## src/rtl/oled_seq_pkg.sv

```systemverilog
package oled_seq_pkg;

    typedef enum logic [3:0] {
        ST_IDLE,
        ST_VDD_WAIT,
        ST_RST_PULSE,
        ST_INIT_CMD,
        ST_INIT_WAIT,
        ST_VBAT_WAIT,
        ST_ON_CMD,
        ST_ON_WAIT,
        ST_READY
    } seq_state_e;

    localparam int CFG_TABLE_LEN = 9;
    localparam logic [7:0] CFG_FILL = 8'hE3;

    // Configuration table: display off, clock divide, mux ratio for
    // 32 rows, charge pump on, COM pin layout for a 32-row panel.
    function automatic logic [7:0] cfg_byte(input int unsigned idx);
        logic [7:0] b;
        case (idx)
            0:       b = 8'hAE;
            1:       b = 8'hD5;
            2:       b = 8'h80;
            3:       b = 8'hA8;
            4:       b = 8'h1F;
            5:       b = 8'h8D;
            6:       b = 8'h14;
            7:       b = 8'hDA;
            8:       b = 8'h02;
            default: b = CFG_FILL;
        endcase
        return b;
    endfunction

endpackage

```

## src/rtl/oled_wait_timer.sv

```systemverilog
module oled_wait_timer #(
    parameter int W = 8
) (
    input  logic         clk,
    input  logic         rst_n,
    input  logic         load,
    input  logic [W-1:0] load_val,
    output logic         expired
);
    logic [W-1:0] cnt;

    always_ff @(posedge clk or negedge rst_n) begin
        if (!rst_n) begin
            cnt <= '0;
        end else if (load) begin
            cnt <= load_val;
        end else if (cnt != '0) begin
            cnt <= cnt - 1'b1;
        end
    end

    assign expired = (cnt == '0);
endmodule

```

## src/rtl/oled_cfg_rom.sv

```systemverilog
module oled_cfg_rom
    import oled_seq_pkg::*;
#(
    parameter int IW = 4
) (
    input  logic [IW-1:0] idx,
    output logic [7:0]    cmd_o
);
    always_comb begin
        cmd_o = cfg_byte(32'(idx));
    end
endmodule

```

## src/rtl/oled_spi_tx.sv

```systemverilog
module oled_spi_tx #(
    parameter int HALF = 4
) (
    input  logic       clk,
    input  logic       rst_n,
    input  logic       go,
    input  logic [7:0] data,
    output logic       sclk,
    output logic       mosi,
    output logic       cs_n,
    output logic       done
);
    localparam int DW = (HALF > 1) ? $clog2(HALF) : 1;
    localparam logic [DW-1:0] DIV_RELOAD = DW'(HALF - 1);

    logic [7:0]    shreg;
    logic [2:0]    bit_cnt;
    logic [DW-1:0] div_cnt;

    always_ff @(posedge clk or negedge rst_n) begin
        if (!rst_n) begin
            cs_n    <= 1'b1;
            sclk    <= 1'b0;
            shreg   <= '0;
            bit_cnt <= '0;
            div_cnt <= '0;
            done    <= 1'b0;
        end else begin
            done <= 1'b0;
            if (cs_n) begin
                if (go) begin
                    cs_n    <= 1'b0;
                    sclk    <= 1'b0;
                    shreg   <= data;
                    bit_cnt <= '0;
                    div_cnt <= DIV_RELOAD;
                end
            end else if (div_cnt != '0) begin
                div_cnt <= div_cnt - 1'b1;
            end else begin
                div_cnt <= DIV_RELOAD;
                if (!sclk) begin
                    sclk <= 1'b1;
                end else begin
                    sclk <= 1'b0;
                    if (bit_cnt == 3'd7) begin
                        cs_n <= 1'b1;
                        done <= 1'b1;
                    end else begin
                        bit_cnt <= bit_cnt + 1'b1;
                        shreg   <= {shreg[6:0], 1'b0};
                    end
                end
            end
        end
    end

    assign mosi = shreg[7];
endmodule

```

## src/rtl/oled_pwr_seq.sv

```systemverilog
module oled_pwr_seq
    import oled_seq_pkg::*;
#(
    parameter int         CLK_HZ    = 100_000_000,
    parameter int         T_VDD_US  = 1000,
    parameter int         T_RST_US  = 3,
    parameter int         T_VBAT_US = 100_000,
    parameter int         NUM_INIT  = 9,
    parameter int         SCK_HALF  = 5,
    parameter logic [7:0] ON_CMD    = 8'hAF
) (
    input  logic clk,
    input  logic rst_n,
    input  logic start_i,
    output logic logic_pwr_n,
    output logic panel_pwr_n,
    output logic disp_rst_n,
    output logic spi_sclk,
    output logic spi_mosi,
    output logic spi_cs_n,
    output logic spi_dc,
    output logic disp_ready
);
    localparam int CYC_PER_US = CLK_HZ / 1_000_000;
    localparam int VDD_CYC    = T_VDD_US * CYC_PER_US;
    localparam int RST_CYC    = T_RST_US * CYC_PER_US;
    localparam int VBAT_CYC   = T_VBAT_US * CYC_PER_US;
    localparam int TMAX       = (VBAT_CYC > VDD_CYC) ?
                                ((VBAT_CYC > RST_CYC) ? VBAT_CYC : RST_CYC) :
                                ((VDD_CYC > RST_CYC) ? VDD_CYC : RST_CYC);
    localparam int TW         = $clog2(TMAX + 1);
    localparam int IW         = (NUM_INIT > 1) ? $clog2(NUM_INIT) : 1;
    localparam logic [IW-1:0] LAST_IDX = IW'(NUM_INIT - 1);

    seq_state_e    state, nxt;
    logic          tmr_load, tmr_done;
    logic [TW-1:0] tmr_val;
    logic [IW-1:0] idx;
    logic          idx_clr, idx_inc;
    logic          spi_go, spi_done;
    logic [7:0]    rom_byte, tx_byte;

    oled_wait_timer #(.W(TW)) u_tmr (
        .clk      (clk),
        .rst_n    (rst_n),
        .load     (tmr_load),
        .load_val (tmr_val),
        .expired  (tmr_done)
    );

    oled_cfg_rom #(.IW(IW)) u_rom (
        .idx   (idx),
        .cmd_o (rom_byte)
    );

    assign tx_byte = (state == ST_ON_CMD) ? ON_CMD : rom_byte;

    oled_spi_tx #(.HALF(SCK_HALF)) u_spi (
        .clk   (clk),
        .rst_n (rst_n),
        .go    (spi_go),
        .data  (tx_byte),
        .sclk  (spi_sclk),
        .mosi  (spi_mosi),
        .cs_n  (spi_cs_n),
        .done  (spi_done)
    );

    // State register
    always_ff @(posedge clk or negedge rst_n) begin
        if (!rst_n) begin
            state <= ST_IDLE;
        end else begin
            state <= nxt;
        end
    end

    // Table index
    always_ff @(posedge clk or negedge rst_n) begin
        if (!rst_n) begin
            idx <= '0;
        end else if (idx_clr) begin
            idx <= '0;
        end else if (idx_inc) begin
            idx <= idx + 1'b1;
        end
    end

    // Next state and timer loads
    always_comb begin
        nxt      = state;
        tmr_load = 1'b0;
        tmr_val  = '0;
        idx_clr  = 1'b0;
        idx_inc  = 1'b0;
        unique case (state)
            ST_IDLE: begin
                if (start_i) begin
                    nxt      = ST_VDD_WAIT;
                    tmr_load = 1'b1;
                    tmr_val  = TW'(VDD_CYC - 1);
                end
            end
            ST_VDD_WAIT: begin
                if (tmr_done) begin
                    nxt      = ST_RST_PULSE;
                    tmr_load = 1'b1;
                    tmr_val  = TW'(RST_CYC - 1);
                end
            end
            ST_RST_PULSE: begin
                if (tmr_done) begin
                    nxt     = ST_INIT_CMD;
                    idx_clr = 1'b1;
                end
            end
            ST_INIT_CMD: begin
                nxt = ST_INIT_WAIT;
            end
            ST_INIT_WAIT: begin
                if (spi_done) begin
                    if (idx == LAST_IDX) begin
                        nxt      = ST_VBAT_WAIT;
                        tmr_load = 1'b1;
                        tmr_val  = TW'(VBAT_CYC - 1);
                    end else begin
                        nxt     = ST_INIT_CMD;
                        idx_inc = 1'b1;
                    end
                end
            end
            ST_VBAT_WAIT: begin
                if (tmr_done) begin
                    nxt = ST_ON_CMD;
                end
            end
            ST_ON_CMD: begin
                nxt = ST_ON_WAIT;
            end
            ST_ON_WAIT: begin
                if (spi_done) begin
                    nxt = ST_READY;
                end
            end
            ST_READY: begin
                nxt = ST_READY;
            end
            default: begin
                nxt = ST_IDLE;
            end
        endcase
    end

    // Outputs decoded from the state register
    always_comb begin
        logic_pwr_n = 1'b0;
        panel_pwr_n = 1'b1;
        disp_rst_n  = 1'b1;
        spi_dc      = 1'b0;
        disp_ready  = 1'b0;
        spi_go      = 1'b0;
        unique case (state)
            ST_IDLE: begin
                logic_pwr_n = 1'b1;
                spi_dc      = 1'b1;
            end
            ST_VDD_WAIT: begin
            end
            ST_RST_PULSE: begin
                disp_rst_n = 1'b0;
            end
            ST_INIT_CMD: begin
                spi_go = 1'b1;
            end
            ST_INIT_WAIT: begin
            end
            ST_VBAT_WAIT: begin
                panel_pwr_n = 1'b0;
            end
            ST_ON_CMD: begin
                panel_pwr_n = 1'b0;
                spi_go      = 1'b1;
            end
            ST_ON_WAIT: begin
                panel_pwr_n = 1'b0;
            end
            ST_READY: begin
                panel_pwr_n = 1'b0;
                spi_dc      = 1'b1;
                disp_ready  = 1'b1;
            end
            default: begin
                logic_pwr_n = 1'b1;
                spi_dc      = 1'b1;
            end
        endcase
    end
endmodule

```

## config.mk

```make
export PLATFORM = sky130hd
export DESIGN_NAME = oled_pwr_seq
export DESIGN_NICKNAME = d
export VERILOG_FILES = /design/src/rtl/oled_seq_pkg.sv /design/src/rtl/oled_wait_timer.sv /design/src/rtl/oled_cfg_rom.sv /design/src/rtl/oled_spi_tx.sv /design/src/rtl/oled_pwr_seq.sv
export SDC_FILE = /design/constraint.sdc
export NUM_CORES = 1
export LEC_CHECK = 0
export CORE_UTILIZATION = 64
export CTS_BUF_LIST = sky130_fd_sc_hd__clkbuf_4
export CTS_CLUSTER_SIZE = 40
export DETAILED_ROUTE_END_ITERATION = 8
export DONT_BUFFER_PORTS = 1
export GPL_ROUTABILITY_DRIVEN = 0
export PLACE_DENSITY_LB_ADDON = 0.1
export SLEW_MARGIN = 25
export SYNTH_ARGS = -nofsm -noshare
export SYNTH_HDL_FRONTEND = slang
export SYNTH_HIERARCHICAL = 1
export SYNTH_SLANG_ARGS = --single-unit
```

## constraint.sdc

```tcl
create_clock -name clk -period 3.2 [get_ports clk]
set_input_delay 0 -clock clk [delete_from_list [all_inputs] [get_ports clk]]
set_output_delay 0 -clock clk [all_outputs]
set_load 0.01 [all_outputs]
```

* Yosys cells after proc, flatten, opt, wreduce, memory -nomap -nowiden
Memories as Yosys holds them, arrays and structs flattened.
Index checks and enable logic that the tools add are counted.
** Word-level totals
- Bits in latches :: 0
- Output and inout port bits :: 8
- Flip-flop bits (word level) :: 49
- ROM bits :: 128
- RAM bits :: 0
- Memories :: 1
** Operators by class
- $lt $le $gt $ge :: 0
- Eq/ne operators :: 19
- Reduce and logical (&&, ||, !) cells :: 14
- Bitwise gates (word level) :: 0
- Divide/modulo/power cells :: 0
- Multipliers :: 0
- Muxes and demuxes :: 56
- Shift operators :: 0
- Add/subtract/negate cells :: 4
** Memories
- (no name shown) :: words 16, bits a word 8, rd ports 1, clocked after memory_dff 0, write ports 0, line oled_seq_pkg.sv:22 : case (idx)
** Operators by type and width (number)
- 24-bit 2-to-1 mux :: 4
- 24-bit one-hot mux with 3 select lines :: 1
- 8-bit 2-to-1 mux :: 6
- 4-bit one-hot mux with 9 select lines :: 1
- 4-bit 2-to-1 mux :: 8
- 3-bit 2-to-1 mux :: 9
- 24-bit zero test :: 1
- 1-bit 2-to-1 mux :: 24
- 24-bit nonzero test :: 1
- 24-bit by 1-bit subtractor with 24-bit output (second input constant) :: 1
- 17-bit 2-to-1 mux :: 1
- 4-bit by 3-bit == test with 1-bit output (second input constant) :: 4
- 2-bit != test (second input constant) :: 5
- 9-bit 2-to-1 mux :: 1
- 4-bit by 2-bit == test with 1-bit output (second input constant) :: 2
- 4-bit == test (second input constant) :: 2
- 2-bit by 1-bit != test with 1-bit output (second input constant) :: 4
- 8-bit OR reduction :: 1
- 7-bit OR reduction :: 1
- 6-bit AND reduction :: 1
- 2-bit nonzero test :: 3
- 4-bit by 1-bit adder with 4-bit output (second input constant) :: 1
- 4-bit by 1-bit == test with 1-bit output (second input constant) :: 1
- 4-bit zero test :: 1
- 9 further kinds :: 9

* Longest topological paths before layout
- Depth after elaboration :: 6
- Gate-level depth with buffers :: 16

* Hierarchy
The synthesis kept the hierarchy.
** Modules (own cells, without submodules)
- oled_wait_timer :: seq. area each 600.6 um^2, area an instance 1517.7 um^2, instances 1, cells an instance 171
- oled_spi_tx :: seq. area each 426.7 um^2, area an instance 862.1 um^2, instances 1, cells an instance 61
- oled_pwr_seq :: seq. area each 200.2 um^2, area an instance 703.2 um^2, instances 1, cells an instance 86
- oled_cfg_rom :: seq. area each 0.0 um^2, area an instance 191.4 um^2, instances 1, cells an instance 29

* Worst setup path after synthesis
OpenSTA, ideal clock, no wires.
- Path kind :: reg2reg
- Start point :: reg u_tmr.cnt[10]
- End point :: reg u_tmr.cnt[8]
- Arrival time :: 2774 ps
- Stages on the path, launching flop included :: 15
- Setup slack :: 295 ps
- Path buffers :: 3
- Period minus slack after synthesis :: 2905 ps
- Path through :: dfrtp_1 > or4_4 > buf_6 > nor3_2 > nand3_2 > inv_1 > nand4_1 > nand3_1 > clkbuf_1 > inv_1 > clkbuf_1 > nand2_1 > a21oi_1 > a21oi_1 > o41ai_1
** On the way
- Word-level cells in the longest chain between the ends :: 4
- Elaborated cells on any way between the ends :: 8
** Ends and longest elaborated chain
- from (decl) :: line oled_wait_timer.sv:10 : logic [W-1:0] cnt;
- from (signal assigned) :: line oled_wait_timer.sv:16 : cnt <= load_val;
- from (signal assigned) :: line oled_wait_timer.sv:18 : cnt <= cnt - 1'b1;
- 24-bit zero test (*) :: line oled_wait_timer.sv:22 : assign expired = (cnt == '0);
- via tmr_done :: line oled_pwr_seq.sv:36 : logic tmr_load, tmr_done;
- 1-bit 2-to-1 mux (*) :: line oled_pwr_seq.sv:105 : if (tmr_done) begin
- 1-bit one-hot mux with 3 select lines (*) :: line oled_pwr_seq.sv:96 : unique case (state)
- via tmr_load :: line oled_pwr_seq.sv:36
- 24-bit 2-to-1 mux or 2-bit nonzero test (tied branches)
The timed path passes the listed nets; every way through them passes the cells marked *.
A chain may end at the register's enable or synchronous reset.

* Worst setup path after layout
- Start point :: reg u_tmr.cnt[6]
- End point :: reg u_tmr.cnt[3]
The elaborated chain is that of the path after synthesis.

==> impl_metrics.env <==
export IMPL_start_kind="flip-flop"
export IMPL_htree_num_levels=2
export IMPL_antenna_left=0
export IMPL_drcViolationCount=0
export IMPL_vias=2509
export IMPL_totalWireLength_um=6427
export IMPL_r2r_slack_ps=290
export IMPL_portBuffers=0
export IMPL_peakVddDrop_uv=232.2
export IMPL_setup_viol=0
export IMPL_critPathSlowestCell="or4_4"
export IMPL_grt_max_degree=50
export IMPL_layoutNonFillerInstCount=420
export IMPL_worstPathCellList="or4_4, nor3_2, nand3_2, inv_1, nand4_1, nand3_1, buf_4, nor4_1, a311o_1"
export IMPL_combPwrFrac_pct=2.7
export IMPL_status="finished clean"
export IMPL_p_seq_share_pct=62.1
export IMPL_clkLatencyLatePin_ps=360
export IMPL_crit_type="reg2reg"
export IMPL_tns_ps=0
export IMPL_coreArea_mm2=0.004817
export IMPL_yosys_area_top_type="dfrtp_1"
export IMPL_die_w_um=73.53
export IMPL_nNetsFinal=367
export IMPL_finalCritPeriodShare_pct=91.01
export IMPL_synth_top_area_share_pct=36.68
export IMPL_hp_class="in2async"
export IMPL_dp_cells=409
export IMPL_drtIter0Drc=185
export IMPL_worstReg2RegEnd="u_tmr/cnt[3]"
export IMPL_grt_pass1_vias=2296
export IMPL_synth_edf_count=0
export IMPL_ys_flop_type="dfrtp_1"
export IMPL_leakagePower_nw=1.497
export IMPL_gr_total_overflow=0
export IMPL_track_usage_pct=25.95
export IMPL_wl_per_cell_um=15.30
export IMPL_syn2layout_area_growth_pct=5.159
export IMPL_ys_seq_area_share_pct=37.49
export IMPL_p_int_mw=0.7954
export IMPL_place_area_mm2=0.003317
export IMPL_dieArea_mm2=0.005406
export IMPL_grt_pass1_wl_um=10500
export IMPL_cp_depth=9
export IMPL_worst_slew_pin_slew_ps=854.2
export IMPL_rsz0062_at_grt="no"
export IMPL_whs_ps=142.0
export IMPL_post_cts_buffers=0
export IMPL_period_needed_ps=2912
export IMPL_die_h_um=73.53
export IMPL_yosysUniqueCellTypes=65
export IMPL_hold_violations=0
export IMPL_crit_path_end="u_tmr/cnt[3]"
export IMPL_start_util_pct=67.97
export IMPL_finalClockSkew_ps=10.96
export IMPL_ios=11
export IMPL_required_ps=3460
export IMPL_yosys_warnings=6
export IMPL_hpwlAfterDp_um=4434
export IMPL_relSlewSlack_pct=43.05
export IMPL_drv_cap=0
export IMPL_drv_slew=0
export IMPL_ys_seq_elements=49
export IMPL_async_flop_share_pct=100.0
export IMPL_numCtsBuffers=5
export IMPL_clk_pin_slew_ps=140
export IMPL_clock_fmax_ghz=0.3434
export IMPL_critPathTopFamily="simple AND/OR/NAND/NOR gates"
export IMPL_diodes=0
export IMPL_final_area_mm2=0.003443
export IMPL_power_density_mw_per_mm2=294.0
export IMPL_cts_buffer_depth=2
export IMPL_netlist_area_mm2=0.003274
export IMPL_finalPower_mw=1.012
export IMPL_synth_area_leaders="dfrtp_1 37%, ha_1 4.6%, mux2_4 4.1%"
export IMPL_drive_gt1_share_pct=17.56
export IMPL_antenna_found_initial=0
export IMPL_cp_arrival_ps=3170
export IMPL_p_sw_mw=0.2171
export IMPL_crit_buf_inv=2
export IMPL_clkPwrFrac_pct=35.2
export IMPL_clock_sinks=49
export IMPL_cpPeakStageDelay_ps=570
export IMPL_first_pass_iters=5
export IMPL_row_count=25
export IMPL_syn_avg_cell_area_um2=9.436
export IMPL_reg2reg_from="u_tmr/cnt[6]"
export IMPL_p_sw_share_pct=21.45
export IMPL_crit_path_max_fanout=39
export IMPL_cts_tree="yes"
export IMPL_end_kind="flip-flop"
export IMPL_crit_start="u_tmr/cnt[6]"
export IMPL_worstRegToRegCells=9
export IMPL_syn_inst=347
export IMPL_root_buffer="clkbuf_4"
export IMPL_viasPerCell=5.974
## layout by cell type, fill, tap and decap left out, types with 4 or more instances in the layout
cell type,instances
and2_1,4
a21oi_1,12
nor2_1,18
nor3_1,7
nand2_1,34
or3_1,5
dfrtp_1,48
mux2_4,9
nand3b_1,5
buf_4,5
xor2_1,7
a31oi_1,8
conb_1,7
xnor2_1,9
mux2_2,11
nand3_1,9
clkbuf_4,5
o21ai_0,21
nor4_1,6
nor2b_1,9
mux2i_1,4
inv_1,22
or2_2,10
ha_1,12
## cell type report
type,instances,area [um2]
Clock buffer,5,37.54
Clock inverter,3,41.29
Fill cell,396,1374
Inverter,22,82.58
Multi-Input combinational cell,266,1886
Sequential cell,49,1227
Tap cell,67,83.83
Timing Repair Buffer,8,85.08
## power groups by stage
stage          logic [mW]  registers (mW)  clock network (mW)
2_1_floorplan     0.00842           0.639                   0
3_3_place_gp      0.00920           0.640                   0
3_5_place_dp      0.00947           0.640                   0
4_1_cts            0.0286           0.628               0.371
5_1_grt            0.0323           0.629               0.397
6_report           0.0275           0.628               0.357
## metrics by stage
step / setup slack (ps) / util, %
floorplan: 295.2 / -
finish: 287.5 / 71.48
detailed placement: 363.6 / 68.86
global placement: 447.0 / 68.86
global route: 80.35 / 71.48
CTS: 328.1 / 71.48
## how the worst min path moves through the flow
| stage | end | depth (start not counted) |
|---|---|---|
| global route | u_tmr/cnt[3] | 2 |
| finish | u_tmr/cnt[0] | 2 |
| detailed placement | u_tmr/cnt[4] | 0 |
| CTS | state[1] | 2 |
| floorplan | idx[0] | 0 |
| global placement | u_tmr/cnt[2] | 0 |
## what timing repair did
action / in CTS / in global routing
hold buffers: 3 / 0
gates resized for setup: 0 / 0
hold endpoints to repair: 52 / 0
endpoints found under the setup margin: 0 / 0
## synth_stat cells, types with 3 or more instances
cell / number
dfrtp_1: 48
buf_2: 3
or2_2: 10
inv_1: 22
and2_1: 4
nor4_1: 6
clkbuf_1: 7
nor3_1: 7
and3_1: 3
a21oi_1: 12
nand4_1: 3
nand3_1: 9
mux2_2: 11
nand3b_1: 5
ha_1: 12
or3_1: 5
nand2b_1: 3
mux2_4: 9
o21ai_0: 21
mux2i_1: 4
xor2_1: 7
a31oi_1: 8
nor2_1: 18
nand2_1: 34
buf_6: 4
xnor2_1: 9
or2_1: 3
nor2b_1: 9
## state kept, by name (all words and copies together), names as in the netlist
register	count
u_spi/div_cnt	3
u_spi/cs_n	1
u_spi/bit_cnt	3
u_spi/shreg	8
u_spi/done	1
idx	4
u_spi/sclk	1
u_tmr/cnt	24
state	4
## cell families after synthesis
group | share of synthesized area, %
other | 0.1145
adder cells (fa/ha/maj) | 4.585
buffers and inverters | 5.617
AO/OA/AOI/OAI | 14.37
flip-flops | 37.49
XOR/XNOR | 4.280
AND/OR/NAND/NOR | 24.42
multiplexers | 9.133
## layer usage
metal | track usage, % | part of all wire (%)
met2 | 41.69 | 48
met3 | 4.252 | 4.1
met4 | 9.615 | 0.98
met5 | 0 | 0
met1 | 35.34 | 47
Note: power is estimated with default switching activity, not from simulation.
